## config.mk

```make
export PLATFORM = sky130hd
export DESIGN_NAME = op_param_ring
export DESIGN_NICKNAME = d
export VERILOG_FILES = /design/src/rtl/fmring_pkg.sv /design/src/rtl/ring_slot_seq.sv /design/src/rtl/ring_pend_write.sv /design/src/rtl/ring_field_merge.sv /design/src/rtl/op_param_ring.sv
export SDC_FILE = /design/constraint.sdc
export NUM_CORES = 1
export LEC_CHECK = 0
export CAP_MARGIN = 20
export CORE_MARGIN = 2
export CORE_UTILIZATION = 60
export CTS_CLUSTER_SIZE = 16
export DETAILED_ROUTE_END_ITERATION = 8
export PLACE_DENSITY = 0.8
export SLEW_MARGIN = 20
export SYNTH_ARGS = -nofsm -noshare
export SYNTH_HDL_FRONTEND = slang
export SYNTH_SLANG_ARGS = --single-unit
```

## constraint.sdc

```tcl
create_clock -name clk -period 3.7 [get_ports clk]
set_clock_uncertainty 0.15 [all_clocks]
set_input_delay 0.555 -clock clk [delete_from_list [all_inputs] [get_ports clk]]
set_output_delay 0.555 -clock clk [all_outputs]
set_load 0.01 [all_outputs]
```

## src/rtl/fmring_pkg.sv

```systemverilog
package fmring_pkg;
  // Field roles that the merge logic treats specially
  localparam int FLD_PHASE = 0;
  localparam int FLD_ATTN  = 1;
endpackage

```

## src/rtl/ring_slot_seq.sv

```systemverilog
module ring_slot_seq #(
  parameter int NUM_SLOTS = 24,
  parameter int PIPE_LAT  = 2,
  localparam int SLOT_W   = $clog2(NUM_SLOTS)
) (
  input  logic              clk,
  input  logic              rst_n,
  output logic [SLOT_W-1:0] slot_q,
  output logic [SLOT_W-1:0] head_slot,
  output logic              frame_strobe
);
  localparam logic [SLOT_W-1:0] LAST   = SLOT_W'(NUM_SLOTS - 1);
  localparam logic [SLOT_W-1:0] LAT    = SLOT_W'(PIPE_LAT);
  localparam logic [SLOT_W-1:0] BACKUP = SLOT_W'(NUM_SLOTS - PIPE_LAT);

  always_ff @(posedge clk) begin
    if (!rst_n)              slot_q <= '0;
    else if (slot_q == LAST) slot_q <= '0;
    else                     slot_q <= slot_q + 1'b1;
  end

  // slot whose write-back arrives this cycle
  always_comb begin
    if (slot_q >= LAT) head_slot = slot_q - LAT;
    else               head_slot = slot_q + BACKUP;
  end

  assign frame_strobe = (slot_q == LAST);

  assert_slot_step_R2: assert property (@(posedge clk) disable iff (!rst_n)
    (slot_q != LAST) |=> (slot_q == $past(slot_q) + 1'b1));
  assert_slot_wrap_R2: assert property (@(posedge clk) disable iff (!rst_n)
    (slot_q == LAST) |=> (slot_q == '0));
  assert_strobe_then_zero_R3: assert property (@(posedge clk) disable iff (!rst_n)
    frame_strobe |=> (slot_q == '0));
endmodule

```

## src/rtl/ring_pend_write.sv

```systemverilog
module ring_pend_write #(
  parameter int SLOT_W  = 5,
  parameter int FIDX_W  = 2,
  parameter int FIELD_W = 8
) (
  input  logic               clk,
  input  logic               rst_n,
  input  logic               wr_accept,
  input  logic [SLOT_W-1:0]  wr_slot,
  input  logic [FIDX_W-1:0]  wr_fld,
  input  logic [FIELD_W-1:0] wr_data,
  input  logic [SLOT_W-1:0]  head_slot,
  output logic               pend_valid,
  output logic               commit,
  output logic [FIDX_W-1:0]  commit_fld,
  output logic [FIELD_W-1:0] commit_data
);
  logic [SLOT_W-1:0] pend_slot;

  assign commit = pend_valid && (head_slot == pend_slot);

  always_ff @(posedge clk) begin
    if (!rst_n) begin
      pend_valid  <= 1'b0;
      pend_slot   <= '0;
      commit_fld  <= '0;
      commit_data <= '0;
    end else if (wr_accept) begin
      pend_valid  <= 1'b1;
      pend_slot   <= wr_slot;
      commit_fld  <= wr_fld;
      commit_data <= wr_data;
    end else if (commit) begin
      pend_valid  <= 1'b0;
    end
  end

  assert_set_pending_R5: assert property (@(posedge clk) disable iff (!rst_n)
    wr_accept |=> pend_valid);
  assert_hold_pending_R5: assert property (@(posedge clk) disable iff (!rst_n)
    (pend_valid && !commit) |=> pend_valid);
  assert_clear_on_commit_R6: assert property (@(posedge clk) disable iff (!rst_n)
    (commit && !wr_accept) |=> !pend_valid);
  assert_newest_wins_R7: assert property (@(posedge clk) disable iff (!rst_n)
    wr_accept |=> (commit_data == $past(wr_data)) && (commit_fld == $past(wr_fld)));
endmodule

```

## src/rtl/ring_field_merge.sv

```systemverilog
module ring_field_merge
  import fmring_pkg::*;
#(
  parameter int NUM_FIELDS = 4,
  parameter int FIELD_W    = 8,
  parameter int FIDX_W     = 2,
  localparam int ENT_W     = NUM_FIELDS * FIELD_W
) (
  input  logic [ENT_W-1:0]   wb_entry,
  input  logic [ENT_W-1:0]   old_entry,
  input  logic               phase_hold,
  input  logic               env_hold,
  input  logic               commit,
  input  logic [FIDX_W-1:0]  commit_fld,
  input  logic [FIELD_W-1:0] commit_data,
  output logic [ENT_W-1:0]   head_entry
);
  for (genvar f = 0; f < NUM_FIELDS; f++) begin : g_fld
    logic hold_here;
    if (f == FLD_PHASE)     begin : g_ph assign hold_here = phase_hold; end
    else if (f == FLD_ATTN) begin : g_eg assign hold_here = env_hold;   end
    else                    begin : g_no assign hold_here = 1'b0;       end

    always_comb begin
      if (commit && (commit_fld == FIDX_W'(f)))
        head_entry[f*FIELD_W +: FIELD_W] = commit_data;
      else if (hold_here)
        head_entry[f*FIELD_W +: FIELD_W] = old_entry[f*FIELD_W +: FIELD_W];
      else
        head_entry[f*FIELD_W +: FIELD_W] = wb_entry[f*FIELD_W +: FIELD_W];
    end
  end
endmodule

```

## src/rtl/op_param_ring.sv

```systemverilog
module op_param_ring
  import fmring_pkg::*;
#(
  parameter int NUM_CH     = 6,
  parameter int NUM_OP     = 4,
  parameter int NUM_FIELDS = 4,
  parameter int FIELD_W    = 8,
  parameter int PIPE_LAT   = 2,
  localparam int NUM_SLOTS = NUM_CH * NUM_OP,
  localparam int SLOT_W    = $clog2(NUM_SLOTS),
  localparam int CH_W      = (NUM_CH > 1) ? $clog2(NUM_CH) : 1,
  localparam int OP_W      = (NUM_OP > 1) ? $clog2(NUM_OP) : 1,
  localparam int FIDX_W    = (NUM_FIELDS > 1) ? $clog2(NUM_FIELDS) : 1,
  localparam int ENT_W     = NUM_FIELDS * FIELD_W,
  localparam int DEPTH     = NUM_SLOTS - PIPE_LAT
) (
  input  logic               clk,
  input  logic               rst_n,
  output logic [SLOT_W-1:0]  slot_idx,
  output logic               frame_strobe,
  output logic [ENT_W-1:0]   proc_entry,
  input  logic [ENT_W-1:0]   wb_entry,
  input  logic               phase_hold,
  input  logic               env_hold,
  input  logic               wr_en,
  input  logic [CH_W-1:0]    wr_ch,
  input  logic [OP_W-1:0]    wr_op,
  input  logic [FIDX_W-1:0]  wr_field,
  input  logic [FIELD_W-1:0] wr_data,
  output logic               wr_pending
);
  logic [ENT_W-1:0]   stor  [DEPTH];
  logic [ENT_W-1:0]   old_q [PIPE_LAT];
  logic [ENT_W-1:0]   old_tail;
  logic [ENT_W-1:0]   head_entry;
  logic [SLOT_W-1:0]  head_slot;
  logic [SLOT_W-1:0]  wr_slot;
  logic               wr_ok;
  logic               wr_accept;
  logic               commit;
  logic [FIDX_W-1:0]  commit_fld;
  logic [FIELD_W-1:0] commit_data;

  assign wr_ok = (int'(wr_ch) < NUM_CH) && (int'(wr_op) < NUM_OP) &&
                 (int'(wr_field) < NUM_FIELDS);
  assign wr_accept = wr_en && wr_ok;
  assign wr_slot   = SLOT_W'(int'(wr_op) * NUM_CH + int'(wr_ch));

  ring_slot_seq #(.NUM_SLOTS(NUM_SLOTS), .PIPE_LAT(PIPE_LAT)) u_seq (
    .clk(clk), .rst_n(rst_n), .slot_q(slot_idx),
    .head_slot(head_slot), .frame_strobe(frame_strobe)
  );

  ring_pend_write #(.SLOT_W(SLOT_W), .FIDX_W(FIDX_W), .FIELD_W(FIELD_W)) u_pend (
    .clk(clk), .rst_n(rst_n), .wr_accept(wr_accept), .wr_slot(wr_slot),
    .wr_fld(wr_field), .wr_data(wr_data), .head_slot(head_slot),
    .pend_valid(wr_pending), .commit(commit), .commit_fld(commit_fld),
    .commit_data(commit_data)
  );

  ring_field_merge #(.NUM_FIELDS(NUM_FIELDS), .FIELD_W(FIELD_W), .FIDX_W(FIDX_W)) u_merge (
    .wb_entry(wb_entry), .old_entry(old_tail), .phase_hold(phase_hold),
    .env_hold(env_hold), .commit(commit), .commit_fld(commit_fld),
    .commit_data(commit_data), .head_entry(head_entry)
  );

  // ring body: head at index 0, tail at DEPTH-1
  always_ff @(posedge clk) begin
    if (!rst_n) begin
      for (int i = 0; i < DEPTH; i++) stor[i] <= '0;
    end else begin
      stor[0] <= head_entry;
      for (int i = 1; i < DEPTH; i++) stor[i] <= stor[i-1];
    end
  end

  // copy of the presented entry, aligned with its write-back (for holds)
  always_ff @(posedge clk) begin
    if (!rst_n) begin
      for (int i = 0; i < PIPE_LAT; i++) old_q[i] <= '0;
    end else begin
      old_q[0] <= stor[DEPTH-1];
      for (int i = 1; i < PIPE_LAT; i++) old_q[i] <= old_q[i-1];
    end
  end

  assign old_tail   = old_q[PIPE_LAT-1];
  assign proc_entry = stor[DEPTH-1];

  assert_phase_frozen_R8: assert property (@(posedge clk) disable iff (!rst_n)
    (phase_hold && !(commit && commit_fld == FIDX_W'(FLD_PHASE))) |=>
    (stor[0][FLD_PHASE*FIELD_W +: FIELD_W] == $past(old_tail[FLD_PHASE*FIELD_W +: FIELD_W])));
  assert_attn_frozen_R9: assert property (@(posedge clk) disable iff (!rst_n)
    (env_hold && !(commit && commit_fld == FIDX_W'(FLD_ATTN))) |=>
    (stor[0][FLD_ATTN*FIELD_W +: FIELD_W] == $past(old_tail[FLD_ATTN*FIELD_W +: FIELD_W])));
  assert_write_beats_hold_R10: assert property (@(posedge clk) disable iff (!rst_n)
    (commit && commit_fld == FIDX_W'(FLD_PHASE)) |=>
    (stor[0][FLD_PHASE*FIELD_W +: FIELD_W] == $past(commit_data)));
  assert_bad_addr_ignored_R12: assert property (@(posedge clk) disable iff (!rst_n)
    (wr_en && !wr_ok && !wr_pending) |=> !wr_pending);
endmodule

```

* Word-level counts from Yosys, hierarchy flattened
Memories as Yosys holds them, arrays and structs flattened.
Index checks and enable logic that the tools add are counted.
** Word-level totals
- RAM bits :: 768
- Memories kept :: 2
- Output and inout port bits :: 39
- Bits in read-only memories :: 0
- Bits in registers :: 21
- Latch bits :: 0
** Memory list
- stor :: words 22, width 32, read ports 22, clocked after Yosys merged registers in 0, write ports 22, line op_param_ring.sv:32 : logic [ENT_W-1:0] stor [DEPTH];
- old_q :: words 2, width 32, read ports 2, clocked after Yosys merged registers in 0, write ports 2, line op_param_ring.sv:33 : logic [ENT_W-1:0] old_q [PIPE_LAT];
** Cells by class
- Eq/ne operators :: 5
- Order comparisons :: 2
- Add/sub/neg operators :: 4
- Reductions and logical operators :: 9
- Shifts and indexed selects :: 0
- Bitwise operators :: 25
- $mul :: 1
- Div/mod/pow operators :: 0
- Multiplexer cells :: 35
** Operators by type and width (number)
- 2-to-1 mux 32 bit :: 24
- 2-to-1 mux 8 bit :: 6
- OR 1 bit :: 24
- logical AND 1 bit :: 6
- adder 5 x 1 -> 5 bit, second input constant :: 1
- adder 5 x 3 -> 5 bit :: 1
- adder 5 bit, second input constant :: 1
- equality test 5 bit :: 1
- equality test 5 bit, second input constant :: 1
- >= comparator 5 x 2 -> 1 bit, second input constant :: 1
- 2-to-1 mux 5 bit :: 1
- subtractor 5 x 2 -> 5 bit, second input constant :: 1
- equality test 2 bit, second input constant :: 2
- multiplier 2 x 2 -> 4 bit, second input constant :: 1
- 2-to-1 mux 1 bit :: 4
- < comparator 3 bit, second input constant :: 1
- equality test 2 x 1 -> 1 bit, second input constant :: 1
- logical NOT 2 bit :: 1
- nonzero test 2 bit :: 1
- OR reduction 2 bit :: 1
- inverter 1 bit :: 1

* Longest topological paths before layout
- Depth in word-level cells :: 7
- Mapped depth :: 9

* By module
Synthesis repeated with hierarchy kept, for this count alone.
** Unflattened totals
- Cell total of the unflattened synthesis :: 1823
- Area total of the unflattened synthesis :: 22587.9 um^2
** Modules (own cells, without submodules)
- op_param_ring :: seq. area each 15374.7 um^2, area an instance 21017.7 um^2, times used 1, cells an instance 1670
- ring_pend_write :: seq. area each 320.3 um^2, area an instance 679.4 um^2, times used 1, cells an instance 60
- ring_field_merge :: seq. area each 0.0 um^2, area an instance 581.8 um^2, times used 1, cells an instance 55
- ring_slot_seq :: seq. area each 100.1 um^2, area an instance 309.0 um^2, times used 1, cells an instance 38

* Worst setup path after synthesis
No wires, ideal clock.
- Path type :: reg-to-reg
- Start :: reg u_seq.slot_q[1]
- End :: mem stor[0][16] in the netlist's numbering
- Required time :: 3.427 ns
- Stages on the path, launching flop included :: 8
- Library setup time :: 0.123 ns
- Arrival time :: 1.885 ns
- Slack :: 1.542 ns
- Buffers on the path :: 0
- Path through :: dfxtp_1 -> inv_1 -> ha_1 -> xnor2_1 -> nor3_1 -> and4b_1 -> nand4_4 -> mux2i_1
** RTL lines
- from (decl) :: line ring_slot_seq.sv:8 : output logic [SLOT_W-1:0] slot_q,
- from (signal assigned) :: line ring_slot_seq.sv:19 : else slot_q <= slot_q + 1'b1;
- to (decl) :: line op_param_ring.sv:32

* Worst setup path in the final report
- Start :: reg u_seq.slot_q[1]
- End :: out frame_strobe
** On the way
- Cells in the longest elaborated chain, start to end :: 1
** RTL lines
- equality test 5 bit :: line ring_slot_seq.sv:28 : assign frame_strobe = (slot_q == LAST);
- to (decl) :: line op_param_ring.sv:20 : output logic frame_strobe,
No other way between the ends.

==> flow_summary.toml <==
[route]
drcViolationCount = 0
ant_nets = 0
drt_pass1_iterations = 6
drt-vias-per-instance = 4.50
drt_iter0_markers = 444
wl_um = 28400
vias = 10501
wl_per_cell_um = 12.2

[critical_path]
r2r-start = "u_seq.slot_q[1]"
r2r_slack_ns = 1.24
rr_endpoint = "stor[0][19]"
startpoint_type = "register"
endpoint_kind = "output port"
r2r_cells = 7
path_max_fanout = 7
path_class = "register to output port"
cp.arrival_ns = 2.08
required_ns = 2.99

[global_route]
grt_remaining_overflow = 0
grt_pass1_vias = 10313
grt_pass1_wl_um = 47900
grt_max_degree = 202
grt_usage = 0.161
antenna_found_initial = 0

[logic_synthesis]
synth_cells = 1745
synthArstFlopShare = 0
netlist_area_um2 = 21300
ys_seq_area_frac = 0.710
syn_area_per_cell_um2 = 12.2
synth_edf_count = 0
ys_types = 33
syn-num-nets = 1806
synth-main-ff-cell = "dfxtp_1"
ys_ff_latch = 757
yosysWarnings = 0

[timing]
hold_viol = 0
worst_pin_slew_ns = 0.822
setup_viol = 0
fin_crit_ns = 2.78
tns_ns = 0
period_share = 0.752
max_freq_mhz = 359
fin_hold_ws_ns = 0.272
slew_headroom = 0.452
final_max_slew_viol_count = 0
rsz0062_at_grt = "false"

[power_and_ir_drop]
leakage_nw = 10.5
powerDensity_nw_per_um2 = 620
vdd_ir_drop_max_v = 0.000427

[cts]
cts.path.max_buffers = 3
clk_pin_slew_worst_paths_ns = 0.06
ctsHoldBuffers = 0
cts_buffers = 69
cts_sinks = 757
htreeDepth = 3
cts_resized = 0
cts_tree = "yes"
clkLatencyLatePin_ns = 0.58
cts-root-buf = "clkbuf_16"
post-cts-setup-buffers = 0

[layout]
diodes = 0
final_nets = 1883
mostFrequentLayoutCells = "dfxtp_1, and2_1, clkdlybuf4s50_1, nand2_1, clkbuf_16"
area_delta_synth_final_pct = 16.3
mostFrequentLayoutCell = "dfxtp_1"
drive_gt1_frac = 0.0747

[floorplan]
die_h_um = 193
coreArea_um2 = 35300
dieArea_um2 = 37100
rows = 69
fp.dieW_um = 193
start_util = 0.605
pin_count = 91

[place]
port_buffers = 90
hpwlAfterDp_um = 15500
gp_congestion = 0.783

[min_path]
whs_path_depth = 1
worstHoldStart = "stor[6][19]"
hold_end = "stor[7][19]"
hp-class = "register to register"

[flow_run]
cap_violations = 0

[run_status]
status = "completed"
flip-flops by register name, summed over array words and instances, names as in the netlist:
name	count
old_q	32
stor	704
u_pend.commit_data	8
u_pend.commit_fld	2
u_pend.pend_slot	5
u_pend.pend_valid	1
u_seq.slot_q	5
power by group:
part           switching [mW]  internal (mW)  total, mW  leakage [nW]
Clock                    2.82           4.03       6.85          1.11
Sequential             0.0257           8.21       8.24          6.11
Combinational           0.173          0.135      0.308          3.26
worst max-delay path: stages, from the launching register on:
cell	delay, ns
dfxtp_1	0.45
ha_1	0.23
nand2_1	0.09
nor2b_1	0.18
clkdlybuf4s50_1	0.56
worst max-delay path by stage:
stage | start | endpoint | slack [ns] | cells past startpoint
floorplan | u_seq.slot_q[1] | stor[0][16] | 1.54 | 7
global placement | wr_op[0] | u_pend.pend_slot[4] | 1.13 | 10
detailed placement | wr_op[0] | u_pend.pend_slot[4] | 1.09 | 10
CTS | u_seq.slot_q[1] | frame_strobe | 0.87 | 4
global route | u_seq.slot_q[1] | frame_strobe | 0.75 | 4
finish | u_seq.slot_q[1] | frame_strobe | 0.92 | 4
routing by layer:
| layer | up-vias | wire length, um | part of all wire | GRT usage |
|---|---|---|---|---|
| met3 | 72 | 1110 | 0.039 | 0.0387 |
| met5 | - | 0 | 0 | 0 |
| li1 | 5482 | - | - | - |
| met4 | 0 | 809 | 0.029 | 0.0658 |
| met1 | 4795 | 12900 | 0.46 | 0.198 |
| met2 | 152 | 13500 | 0.48 | 0.273 |
stage by stage:
stage	power [mW]	instance area, um2	cells	setup slack (ns)	utilization
after floorplan	8.61	21300	1745	1.54	-
after global placement	8.72	22600	2212	1.13	0.639
after detailed placement	8.73	22600	2212	1.09	0.639
after CTS	15.6	24800	2334	0.872	0.703
after global routing	15.9	24800	2334	0.747	0.703
final	15.4	24800	2334	0.917	0.703
synth_stat cells (3+ instances only):
| master | number | area, um2 |
|---|---|---|
| inv_1 | 5 | 18.8 |
| xor2_1 | 3 | 26.3 |
| nand2_1 | 73 | 274 |
| and2_1 | 706 | 4420 |
| clkbuf_1 | 90 | 338 |
| a21boi_0 | 14 | 105 |
| dfxtp_1 | 757 | 15200 |
| mux2i_1 | 32 | 320 |
| nand4_4 | 4 | 85.1 |
| xnor2_1 | 5 | 43.8 |
| nor2_1 | 4 | 15.0 |
| ha_1 | 8 | 100 |
| mux2_2 | 16 | 180 |
| nor2b_1 | 4 | 25.0 |
cell type report:
| class | count | area (um2) |
|---|---|---|
| Sequential cell | 757 | 15200 |
| Fill cell | 2353 | 10500 |
| Multi-Input combinational cell | 891 | 5820 |
| Clock buffer | 103 | 2070 |
| Timing Repair Buffer | 97 | 996 |
| Tap cell | 461 | 577 |
| Clock inverter | 19 | 181 |
| Inverter | 6 | 22.5 |
cell families (layout without fill, tap and decap cells):
family                     Yosys count  in the layout  share of synthesized area
and+or+nand+nor                    802            802                      0.230
DFF                                757            757                      0.710
buffers and inverters               97            225                     0.0172
muxes                               48             48                     0.0234
AOI/OAI and AO/OA                   23             23                    0.00920
adders and majority gates            9              9                    0.00563
xor gates and xnor gates             9              9                    0.00457
No activity file was read; power rests on OpenSTA's default activity.
